File: src/rtl/irq_seq_pkg.sv
package irq_seq_pkg;

    typedef enum logic [3:0] {
        ST_IDLE,
        ST_QSLOT,
        ST_INFO,
        ST_PUSH_HI,
        ST_PUSH_LO,
        ST_SAVE,
        ST_VEC_LO,
        ST_VEC_HI,
        ST_ENTER,
        ST_POP_LO,
        ST_POP_HI,
        ST_RESUME
    } seq_state_t;

    typedef enum logic [1:0] {
        CYC_NONE,
        CYC_READ,
        CYC_WRITE
    } cyc_kind_t;

    // Kind of bus cycle a state issues; the queue slot reads only when allowed.
    function automatic cyc_kind_t cyc_of(input seq_state_t s, input logic qslot_rd);
        cyc_kind_t k;
        unique case (s)
            ST_QSLOT:                         k = qslot_rd ? CYC_READ : CYC_NONE;
            ST_INFO, ST_VEC_LO, ST_VEC_HI,
            ST_POP_LO, ST_POP_HI:             k = CYC_READ;
            ST_PUSH_HI, ST_PUSH_LO:           k = CYC_WRITE;
            default:                          k = CYC_NONE;
        endcase
        return k;
    endfunction

endpackage

File: src/rtl/irq_seq_fsm.sv
module irq_seq_fsm
    import irq_seq_pkg::*;
(
    input  logic       clk,
    input  logic       rst_n,
    input  logic       int_go,
    input  logic       ret_go,
    input  logic       q_snap,
    input  logic       bus_rdy,
    output seq_state_t state_o,
    output logic       accept_o
);

    seq_state_t state_q;
    seq_state_t state_d;
    logic       step;

    assign step     = (cyc_of(state_q, q_snap) == CYC_NONE) || bus_rdy;
    assign accept_o = (state_q == ST_IDLE) && (int_go || ret_go);
    assign state_o  = state_q;

    always_ff @(posedge clk or negedge rst_n) begin
        if (!rst_n) begin
            state_q <= ST_IDLE;
        end else begin
            state_q <= state_d;
        end
    end

    always_comb begin
        state_d = state_q;
        unique case (state_q)
            ST_IDLE: begin
                if (int_go) begin
                    state_d = ST_QSLOT;
                end else if (ret_go) begin
                    state_d = ST_POP_LO;
                end
            end
            ST_QSLOT:   if (step) state_d = ST_INFO;
            ST_INFO:    if (step) state_d = ST_PUSH_HI;
            ST_PUSH_HI: if (step) state_d = ST_PUSH_LO;
            ST_PUSH_LO: if (step) state_d = ST_SAVE;
            ST_SAVE:    state_d = ST_VEC_LO;
            ST_VEC_LO:  if (step) state_d = ST_VEC_HI;
            ST_VEC_HI:  if (step) state_d = ST_ENTER;
            ST_ENTER:   state_d = ST_IDLE;
            ST_POP_LO:  if (step) state_d = ST_POP_HI;
            ST_POP_HI:  if (step) state_d = ST_RESUME;
            ST_RESUME:  state_d = ST_IDLE;
            default:    state_d = ST_IDLE;
        endcase
    end

endmodule

File: src/rtl/irq_seq_hold.sv
module irq_seq_hold
    import irq_seq_pkg::*;
#(
    parameter int ADDR_W = 20,
    parameter int DATA_W = 16,
    parameter int PC_W   = 20,
    parameter int FLG_W  = 12,
    parameter int LVL_W  = 3
) (
    input  logic              clk,
    input  logic              rst_n,
    input  seq_state_t        state,
    input  logic              accept,
    input  logic              bus_rdy,
    input  logic [DATA_W-1:0] bus_rdata,
    input  logic              q_take,
    input  logic [LVL_W-1:0]  acc_lvl,
    input  logic [PC_W-1:0]   pc_in,
    input  logic [FLG_W-1:0]  flg_in,
    input  logic [ADDR_W-1:0] sp_in,
    input  logic [ADDR_W-1:0] vec_base,
    output logic              q_snap,
    output logic [LVL_W-1:0]  lvl_q,
    output logic [PC_W-1:0]   pc_q,
    output logic [FLG_W-1:0]  flg_q,
    output logic [ADDR_W-1:0] sp_q,
    output logic [ADDR_W-1:0] vb_q,
    output logic [DATA_W-1:0] info_q,
    output logic [DATA_W-1:0] lo_q,
    output logic [DATA_W-1:0] hi_q
);

    logic take_info;
    logic take_lo;
    logic take_hi;

    assign take_info = bus_rdy && (state == ST_INFO);
    assign take_lo   = bus_rdy && ((state == ST_VEC_LO) || (state == ST_POP_LO));
    assign take_hi   = bus_rdy && ((state == ST_VEC_HI) || (state == ST_POP_HI));

    always_ff @(posedge clk or negedge rst_n) begin
        if (!rst_n) begin
            q_snap <= 1'b0;
            lvl_q  <= '0;
            pc_q   <= '0;
            flg_q  <= '0;
            sp_q   <= '0;
            vb_q   <= '0;
        end else if (accept) begin
            q_snap <= q_take;
            lvl_q  <= acc_lvl;
            pc_q   <= pc_in;
            flg_q  <= flg_in;
            sp_q   <= sp_in;
            vb_q   <= vec_base;
        end
    end

    always_ff @(posedge clk or negedge rst_n) begin
        if (!rst_n) begin
            info_q <= '0;
            lo_q   <= '0;
            hi_q   <= '0;
        end else begin
            if (take_info) info_q <= bus_rdata;
            if (take_lo)   lo_q   <= bus_rdata;
            if (take_hi)   hi_q   <= bus_rdata;
        end
    end

endmodule

File: src/rtl/irq_seq_bus.sv
module irq_seq_bus
    import irq_seq_pkg::*;
#(
    parameter int ADDR_W    = 20,
    parameter int DATA_W    = 16,
    parameter int PC_W      = 20,
    parameter int FLG_W     = 12,
    parameter int VEC_IDX_W = 6
) (
    input  seq_state_t        state,
    input  logic              q_snap,
    input  logic [PC_W-1:0]   pc_q,
    input  logic [FLG_W-1:0]  flg_q,
    input  logic [ADDR_W-1:0] sp_q,
    input  logic [ADDR_W-1:0] vb_q,
    input  logic [DATA_W-1:0] info_q,
    output logic [ADDR_W-1:0] bus_addr,
    output logic [DATA_W-1:0] bus_wdata,
    output logic              bus_rd,
    output logic              bus_wr
);

    localparam int PC_HI_W = PC_W - DATA_W;

    logic [ADDR_W-1:0] vec_addr;
    logic [DATA_W-1:0] hi_word;
    cyc_kind_t         kind;

    assign vec_addr = vb_q + ADDR_W'({info_q[VEC_IDX_W-1:0], 2'b00});
    assign hi_word  = DATA_W'({flg_q, pc_q[PC_W-1 -: PC_HI_W]});
    assign kind     = cyc_of(state, q_snap);
    assign bus_rd   = (kind == CYC_READ);
    assign bus_wr   = (kind == CYC_WRITE);

    always_comb begin
        bus_addr  = '0;
        bus_wdata = '0;
        unique case (state)
            ST_QSLOT:   bus_addr = q_snap ? ADDR_W'(pc_q) : '0;
            ST_INFO:    bus_addr = '0;
            ST_PUSH_HI: begin
                bus_addr  = sp_q - ADDR_W'(2);
                bus_wdata = hi_word;
            end
            ST_PUSH_LO: begin
                bus_addr  = sp_q - ADDR_W'(4);
                bus_wdata = pc_q[DATA_W-1:0];
            end
            ST_VEC_LO:  bus_addr = vec_addr;
            ST_VEC_HI:  bus_addr = vec_addr + ADDR_W'(2);
            ST_POP_LO:  bus_addr = sp_q;
            ST_POP_HI:  bus_addr = sp_q + ADDR_W'(2);
            default: begin
                bus_addr  = '0;
                bus_wdata = '0;
            end
        endcase
    end

endmodule

File: src/rtl/irq_seq.sv
module irq_seq
    import irq_seq_pkg::*;
#(
    parameter int ADDR_W    = 20,
    parameter int DATA_W    = 16,
    parameter int PC_W      = 20,
    parameter int FLG_W     = 12,
    parameter int LVL_W     = 3,
    parameter int I_BIT     = 6,
    parameter int IPL_LSB   = 9,
    parameter int VEC_IDX_W = 6
) (
    input  logic              clk,
    input  logic              rst_n,
    input  logic              int_go,
    input  logic              ret_go,
    input  logic              q_take,
    input  logic [LVL_W-1:0]  acc_lvl,
    input  logic [PC_W-1:0]   pc_in,
    input  logic [FLG_W-1:0]  flg_in,
    input  logic [ADDR_W-1:0] sp_in,
    input  logic [ADDR_W-1:0] vec_base,
    output logic [ADDR_W-1:0] bus_addr,
    output logic [DATA_W-1:0] bus_wdata,
    output logic              bus_rd,
    output logic              bus_wr,
    input  logic [DATA_W-1:0] bus_rdata,
    input  logic              bus_rdy,
    output logic              sp_we,
    output logic [ADDR_W-1:0] sp_out,
    output logic              flg_we,
    output logic [FLG_W-1:0]  flg_out,
    output logic              pc_we,
    output logic [PC_W-1:0]   pc_out,
    output logic              busy,
    output logic              done
);

    localparam int PC_HI_W = PC_W - DATA_W;

    seq_state_t        state;
    logic              accept;
    logic              q_snap;
    logic [LVL_W-1:0]  lvl_q;
    logic [PC_W-1:0]   pc_q;
    logic [FLG_W-1:0]  flg_q;
    logic [ADDR_W-1:0] sp_q;
    logic [ADDR_W-1:0] vb_q;
    logic [DATA_W-1:0] info_q;
    logic [DATA_W-1:0] lo_q;
    logic [DATA_W-1:0] hi_q;
    logic [FLG_W-1:0]  masked_flg;
    logic [PC_W-1:0]   joined_pc;

    irq_seq_fsm u_fsm (
        .clk      (clk),
        .rst_n    (rst_n),
        .int_go   (int_go),
        .ret_go   (ret_go),
        .q_snap   (q_snap),
        .bus_rdy  (bus_rdy),
        .state_o  (state),
        .accept_o (accept)
    );

    irq_seq_hold #(
        .ADDR_W (ADDR_W),
        .DATA_W (DATA_W),
        .PC_W   (PC_W),
        .FLG_W  (FLG_W),
        .LVL_W  (LVL_W)
    ) u_hold (
        .clk       (clk),
        .rst_n     (rst_n),
        .state     (state),
        .accept    (accept),
        .bus_rdy   (bus_rdy),
        .bus_rdata (bus_rdata),
        .q_take    (q_take),
        .acc_lvl   (acc_lvl),
        .pc_in     (pc_in),
        .flg_in    (flg_in),
        .sp_in     (sp_in),
        .vec_base  (vec_base),
        .q_snap    (q_snap),
        .lvl_q     (lvl_q),
        .pc_q      (pc_q),
        .flg_q     (flg_q),
        .sp_q      (sp_q),
        .vb_q      (vb_q),
        .info_q    (info_q),
        .lo_q      (lo_q),
        .hi_q      (hi_q)
    );

    irq_seq_bus #(
        .ADDR_W    (ADDR_W),
        .DATA_W    (DATA_W),
        .PC_W      (PC_W),
        .FLG_W     (FLG_W),
        .VEC_IDX_W (VEC_IDX_W)
    ) u_bus (
        .state     (state),
        .q_snap    (q_snap),
        .pc_q      (pc_q),
        .flg_q     (flg_q),
        .sp_q      (sp_q),
        .vb_q      (vb_q),
        .info_q    (info_q),
        .bus_addr  (bus_addr),
        .bus_wdata (bus_wdata),
        .bus_rd    (bus_rd),
        .bus_wr    (bus_wr)
    );

    // Mask interrupts and raise the level to the granted one.
    always_comb begin
        masked_flg                        = flg_q;
        masked_flg[I_BIT]                 = 1'b0;
        masked_flg[IPL_LSB +: LVL_W]      = lvl_q;
    end

    // Both the vector pair and the popped pair carry the PC as {hi[low bits], lo}.
    assign joined_pc = {hi_q[PC_HI_W-1:0], lo_q};

    always_comb begin
        sp_we   = 1'b0;
        sp_out  = '0;
        flg_we  = 1'b0;
        flg_out = '0;
        pc_we   = 1'b0;
        pc_out  = '0;
        done    = 1'b0;
        busy    = (state != ST_IDLE);
        unique case (state)
            ST_SAVE: begin
                sp_we   = 1'b1;
                sp_out  = sp_q - ADDR_W'(4);
                flg_we  = 1'b1;
                flg_out = masked_flg;
            end
            ST_ENTER: begin
                pc_we  = 1'b1;
                pc_out = joined_pc;
                done   = 1'b1;
            end
            ST_RESUME: begin
                pc_we   = 1'b1;
                pc_out  = joined_pc;
                flg_we  = 1'b1;
                flg_out = hi_q[PC_HI_W +: FLG_W];
                sp_we   = 1'b1;
                sp_out  = sp_q + ADDR_W'(4);
                done    = 1'b1;
            end
            default: begin
                done = 1'b0;
            end
        endcase
    end

endmodule

File: config.mk
export PLATFORM = sky130hd
export DESIGN_NAME = irq_seq
export DESIGN_NICKNAME = d
export VERILOG_FILES = /design/src/rtl/irq_seq_pkg.sv /design/src/rtl/irq_seq_fsm.sv /design/src/rtl/irq_seq_hold.sv /design/src/rtl/irq_seq_bus.sv /design/src/rtl/irq_seq.sv
export SDC_FILE = /design/constraint.sdc
export NUM_CORES = 1
export LEC_CHECK = 0
export BUFFER_PORTS_ARGS = -buffer_cell sky130_fd_sc_hd__buf_4
export CELL_PAD_IN_SITES_DETAIL_PLACEMENT = 1
export CELL_PAD_IN_SITES_GLOBAL_PLACEMENT = 1
export CORE_UTILIZATION = 45
export DETAILED_ROUTE_END_ITERATION = 6
export PLACE_DENSITY_LB_ADDON = 0.1
export SYNTH_ARGS = -nofsm -noshare
export SYNTH_HDL_FRONTEND = slang
export SYNTH_SLANG_ARGS = --single-unit
File: constraint.sdc
create_clock -name clk -period 8.6 [get_ports clk]
set_input_delay 2.58 -clock clk [delete_from_list [all_inputs] [get_ports clk]]
set_output_delay 2.58 -clock clk [all_outputs]
set_load 0.05 [all_outputs]
Yosys cells after proc, flatten, opt, wreduce, memory -nomap -nowiden
Index checks and enable logic that the tools add are counted.

Register bits: 118. Output and inout port bits: 95. Logic and storage cells: 75.

$add $sub $neg: 6. Eq/ne operators: 22. Mux-type cells: 21. Reductions and logical operators: 16.

Operator list (number): case mux 20 bit (7 select lines) (1); adder 20 x 2 -> 20 bit (second input constant) (2); two-way mux 20 bit (2); two-way mux 4 bit (10); case mux 20 bit (2 select lines) (1); case mux 4 bit (10 select lines) (1); case mux 16 bit (2 select lines) (1); case mux 12 bit (2 select lines) (1); adder 20 x 3 -> 20 bit (second input constant) (1); adder 20 x 8 -> 20 bit (1); subtractor 20 x 2 -> 20 bit (second input constant) (1); subtractor 20 x 3 -> 20 bit (second input constant) (1); == test 4 x 3 -> 1 bit (second input constant) (4); == test 4 bit (second input constant) (4); != test 2 bit (second input constant) (8); AND reduction 9 bit (1); == test 4 x 2 -> 1 bit (second input constant) (2); case mux 2 bit (3 select lines) (1); OR reduction 2 bit (3); OR reduction 5 bit (1); == test 4 x 1 -> 1 bit (second input constant) (1); logical AND 1 bit (4); logical NOT 4 bit (1); logical OR 1 bit (4); 6 further kinds (8).

Longest topological paths before layout
Depth in word-level cells: 7. Mapped depth: 11.

Modules after synthesis
Synthesis repeated with hierarchy kept, for this count alone.

Cells, all modules: 909. Area, all modules: 9150.0 sq um.

By module, submodules not included: irq_seq_hold (times used 1, cells each 267, area an instance 4702.0 sq um, sequential area each 3103.0 sq um); irq_seq_bus (times used 1, cells each 415, area an instance 2688.8 sq um, sequential area each 0.0 sq um); irq_seq (times used 1, cells each 189, area an instance 1395.1 sq um, sequential area each 0.0 sq um); irq_seq_fsm (times used 1, cells each 38, area an instance 364.1 sq um, sequential area each 100.1 sq um).

Least setup slack after synthesis
No wires, ideal clock.

Kind: reg-to-output. From: register u_hold.info_q[0]. To: output port bus_addr[17]. Arrival: 3.433 ns. Path slack: 2.587 ns. Cell stages (with the launch flop): 11. Buffers on the path: 0. Cell sequence: dfrtp_1 ha_1 inv_1 fa_1 nand2b_1 a21o_1 a2111oi_0 nor3_2 and3b_1 nand4_1 o31ai_1.

Word-level cells in the longest chain between the ends: 3.

RTL lines: from (decl) (line irq_seq_hold.sv:28) `output logic [DATA_W-1:0] info_q,`; from (signal assigned) (line irq_seq_hold.sv:65) `if (take_info) info_q <= bus_rdata;`; adder 20 x 8 -> 20 bit * (line irq_seq_bus.sv:29) `assign vec_addr = vb_q + ADDR_W'({info_q[VEC_IDX_W-1:0], 2'b00});`; adder 20 x 2 -> 20 bit (line irq_seq_bus.sv:50) `ST_VEC_HI: bus_addr = vec_addr + ADDR_W'(2);`; case mux 20 bit (7 select lines) * (line irq_seq_bus.sv:38) `unique case (state)`; to (decl) (line irq_seq.sv:23) `output logic [ADDR_W-1:0] bus_addr,`.

Mark *: on every way between the ends. The rest lies on a longest branch, timed or not.

Final worst setup path
From: register u_hold.info_q[1]. To: output port bus_addr[18].

The elaborated chain is that of the path after synthesis.

==> impl_metrics.env <==
export IMPL_core_area_mm2=0.0180
export IMPL_yosysWarnings=0
export IMPL_grt_max_degree=75
export IMPL_syn_area_mm2=0.00827
export IMPL_r2r_start="u_fsm.state_o[3]"
export IMPL_placement_io_buffers=191
export IMPL_min_period_ps=6570
export IMPL_cts_resized=0
export IMPL_seq_area_frac_synth=0.357
export IMPL_synth_edf_count=0
export IMPL_clock_skew_ps=12.5
export IMPL_tritoncts_num_buffers=17
export IMPL_syn_nets=987
export IMPL_p_total_w=0.00512
export IMPL_synth_cells=878
export IMPL_vdd_drop_max_v=0.000291
export IMPL_worstPathRequired_ps=6020
export IMPL_drc=0
export IMPL_ios=192
export IMPL_rsz0062_at_grt="false"
export IMPL_yosysMostFrequentCell="dfrtp_1"
export IMPL_grt_pass1_vias=8076
export IMPL_period_share=0.764
export IMPL_startpoint="u_hold.info_q[1]"
export IMPL_setup_violations=0
export IMPL_hold_slack_ps=498
export IMPL_antenna_left=0
export IMPL_yosys_top_cells_area="dfrtp_1 36%, mux2_2 15%, nand2_1 3.5%, a22o_1 3.0%, nor2_1 2.8%"
export IMPL_grt_usage=0.319
export IMPL_cts_hold_buf=0
export IMPL_start_util=0.460
export IMPL_synth_ff_type="dfrtp_1"
export IMPL_gp_congestion=0.896
export IMPL_cts_buffer_depth=2
export IMPL_hpwlAfterDp_um=21100
export IMPL_cp_max_fo=5
export IMPL_fp_dieArea_mm2=0.0189
export IMPL_synth_seq_cells=118
export IMPL_yosysUniqueCellTypes=81
export IMPL_clkLatencyLatePin_ps=430
export IMPL_leakagePower_nw=4.43
export IMPL_crit_type="register to primary output"
export IMPL_design_area_mm2=0.0103
export IMPL_grt_pass1_wl_um=45000
export IMPL_worstHoldPathType="register to register"
export IMPL_synth_cells_most_frequent="118 x dfrtp_1, 110 x mux2_2, 77 x nand2_1"
export IMPL_die_x_um=138
export IMPL_synthToLayoutAreaGrowth_pct=24.6
export IMPL_cts_setup_buffers=0
export IMPL_relSlewSlack=0.360
export IMPL_clockRootBuffer="clkbuf_16"
export IMPL_finalWirelength_um=29300
export IMPL_fmaxAchievable_mhz=152
export IMPL_dr_pass1_iters=6
export IMPL_tns_ps=0
export IMPL_p_per_area_mw_per_mm2=497
export IMPL_die_y_um=138
export IMPL_diodes=0
export IMPL_synth_avg_cell_area_um2=9.42
export IMPL_min_from="u_hold.lo_q[0]"
export IMPL_vias_per_cell=6.12
export IMPL_dpl_cell_area_mm2=0.00974
export IMPL_synth_area_leader_cell="dfrtp_1"
export IMPL_nNetsFinal=1140
export IMPL_antenna_found_initial=0
export IMPL_overflow=0
export IMPL_cts_tree="done"
export IMPL_synth_top_area_share=0.357
export IMPL_numClockSinks=118
export IMPL_num_vias=7795
export IMPL_critPathLaunchType="register"
export IMPL_end_kind="primary output"
export IMPL_postLayoutCoreUtil=0.574
export IMPL_hold_violations=0
export IMPL_wl_per_cell_um=23.0
export IMPL_cts_htree_levels=4
export IMPL_path_clk_slew_ps=60
export IMPL_maxCapViolations=0
export IMPL_rows=49
export IMPL_tightest_slew_ps=960
export IMPL_finalMaxSlewViolations=0
export IMPL_drive_gt1_frac=0.355
export IMPL_drt_iter0_markers=527
export IMPL_status="completed"
export IMPL_worstPathArrival_ps=3990
export IMPL_synthArstFlopShare=1.00
-- flip-flops by register name (all words and copies together) (netlist names) --
register       count
u_hold.lo_q       16
u_hold.q_snap      1
u_hold.sp_q       20
u_hold.flg_q      12
u_hold.pc_q       20
u_hold.vb_q       20
u_hold.hi_q       16
u_hold.info_q      6
u_hold.lvl_q       3
u_fsm.state_o      4
-- logic make-up after synthesis --
| family | count (synthesis) | synth area share |
|---|---|---|
| AND/OR/NAND/NOR | 283 | 0.176 |
| AO/OA/AOI/OAI | 226 | 0.197 |
| flip-flops | 118 | 0.357 |
| multiplexers | 116 | 0.159 |
| buffers and inverters | 84 | 0.0514 |
| XOR/XNOR | 39 | 0.0413 |
| adder cells (fa/ha/maj) | 12 | 0.0191 |
-- final timing paths --
check,to,slack [ps],depth (start not counted)
max in group asynchronous,u_hold.vb_q[1],5050,2
hold / removal,u_hold.lo_q[0],500,1
setup reg to reg,u_hold.vb_q[9],5490,5
min in group asynchronous,u_hold.sp_q[13],2150,1
hold reg to reg,u_hold.lo_q[0],500,1
setup / recovery,bus_addr[18],2030,10
-- area by class of cell --
cell class                 count  area, µm²
fill                        2086       7660
multi-input combinational    676       4920
sequential                   118       2950
timing repair buffer         202       1520
clock buffer                  18        429
tap                          229        287
clock inverter                14        140
inverter                      16       60.1
-- layout by cell type, fill, tap and decap left out, types with 4 or more instances in the layout --
cell type | netlist | final
or3_1 | 4 | 4
o22ai_1 | 4 | 4
nand4_1 | 10 | 10
o31ai_1 | 5 | 5
a21oi_1 | 45 | 45
mux2i_1 | 5 | 5
o221ai_1 | 9 | 9
a31oi_1 | 7 | 7
nor4_1 | 8 | 8
nand3_1 | 27 | 27
a311oi_1 | 4 | 4
xor2_1 | 23 | 23
mux2_2 | 110 | 110
nor2_1 | 62 | 59
inv_1 | 16 | 16
clkbuf_16 | 0 | 17
nor3_1 | 23 | 20
a211oi_1 | 8 | 8
o211ai_1 | 8 | 8
and3_1 | 12 | 12
nand2_1 | 77 | 77
buf_4 | 4 | 202
o22a_1 | 9 | 9
nor3_2 | 2 | 5
dfrtp_1 | 118 | 118
nand2b_1 | 5 | 5
a221oi_1 | 23 | 23
inv_6 | 0 | 6
o21ai_0 | 42 | 42
and2_1 | 27 | 27
ha_1 | 11 | 11
a22o_1 | 28 | 28
xnor2_1 | 16 | 16
-- routing by layer --
metal  share of wire  GRT usage  up-vias
li1                -          -     3583
met1            0.41      0.390     3898
met5               0          0        -
met2            0.49      0.533      263
met3           0.076     0.0879       51
met4           0.026      0.120        0
-- power breakdown --
group / switching [W] / leakage [nW] / internal [W]
Clock: 0.000301 / 0.275 / 0.000405
Combinational: 0.00198 / 2.75 / 0.00115
Sequential: 0.000437 / 1.41 / 0.000841
-- stage by stage --
| stage | worst slack (ps) | instances |
|---|---|---|
| after CTS | 2020 | 1273 |
| after global routing | 1810 | 1273 |
| final | 2030 | 1273 |
| after floorplan | 2590 | 878 |
| after global placement | 2610 | 1241 |
| after detailed placement | 2530 | 1241 |
-- worst max-delay path, stage by stage, from the launching register on --
cell	delay, ps
dfrtp_1	400
ha_1	300
a211oi_1	680
o21ai_0	410
a21oi_1	270
nor3_1	100
a2111oi_0	400
nand3_1	220
or4_1	510
nand3_1	90
buf_4	190
Power figures use the tool's default switching activity.
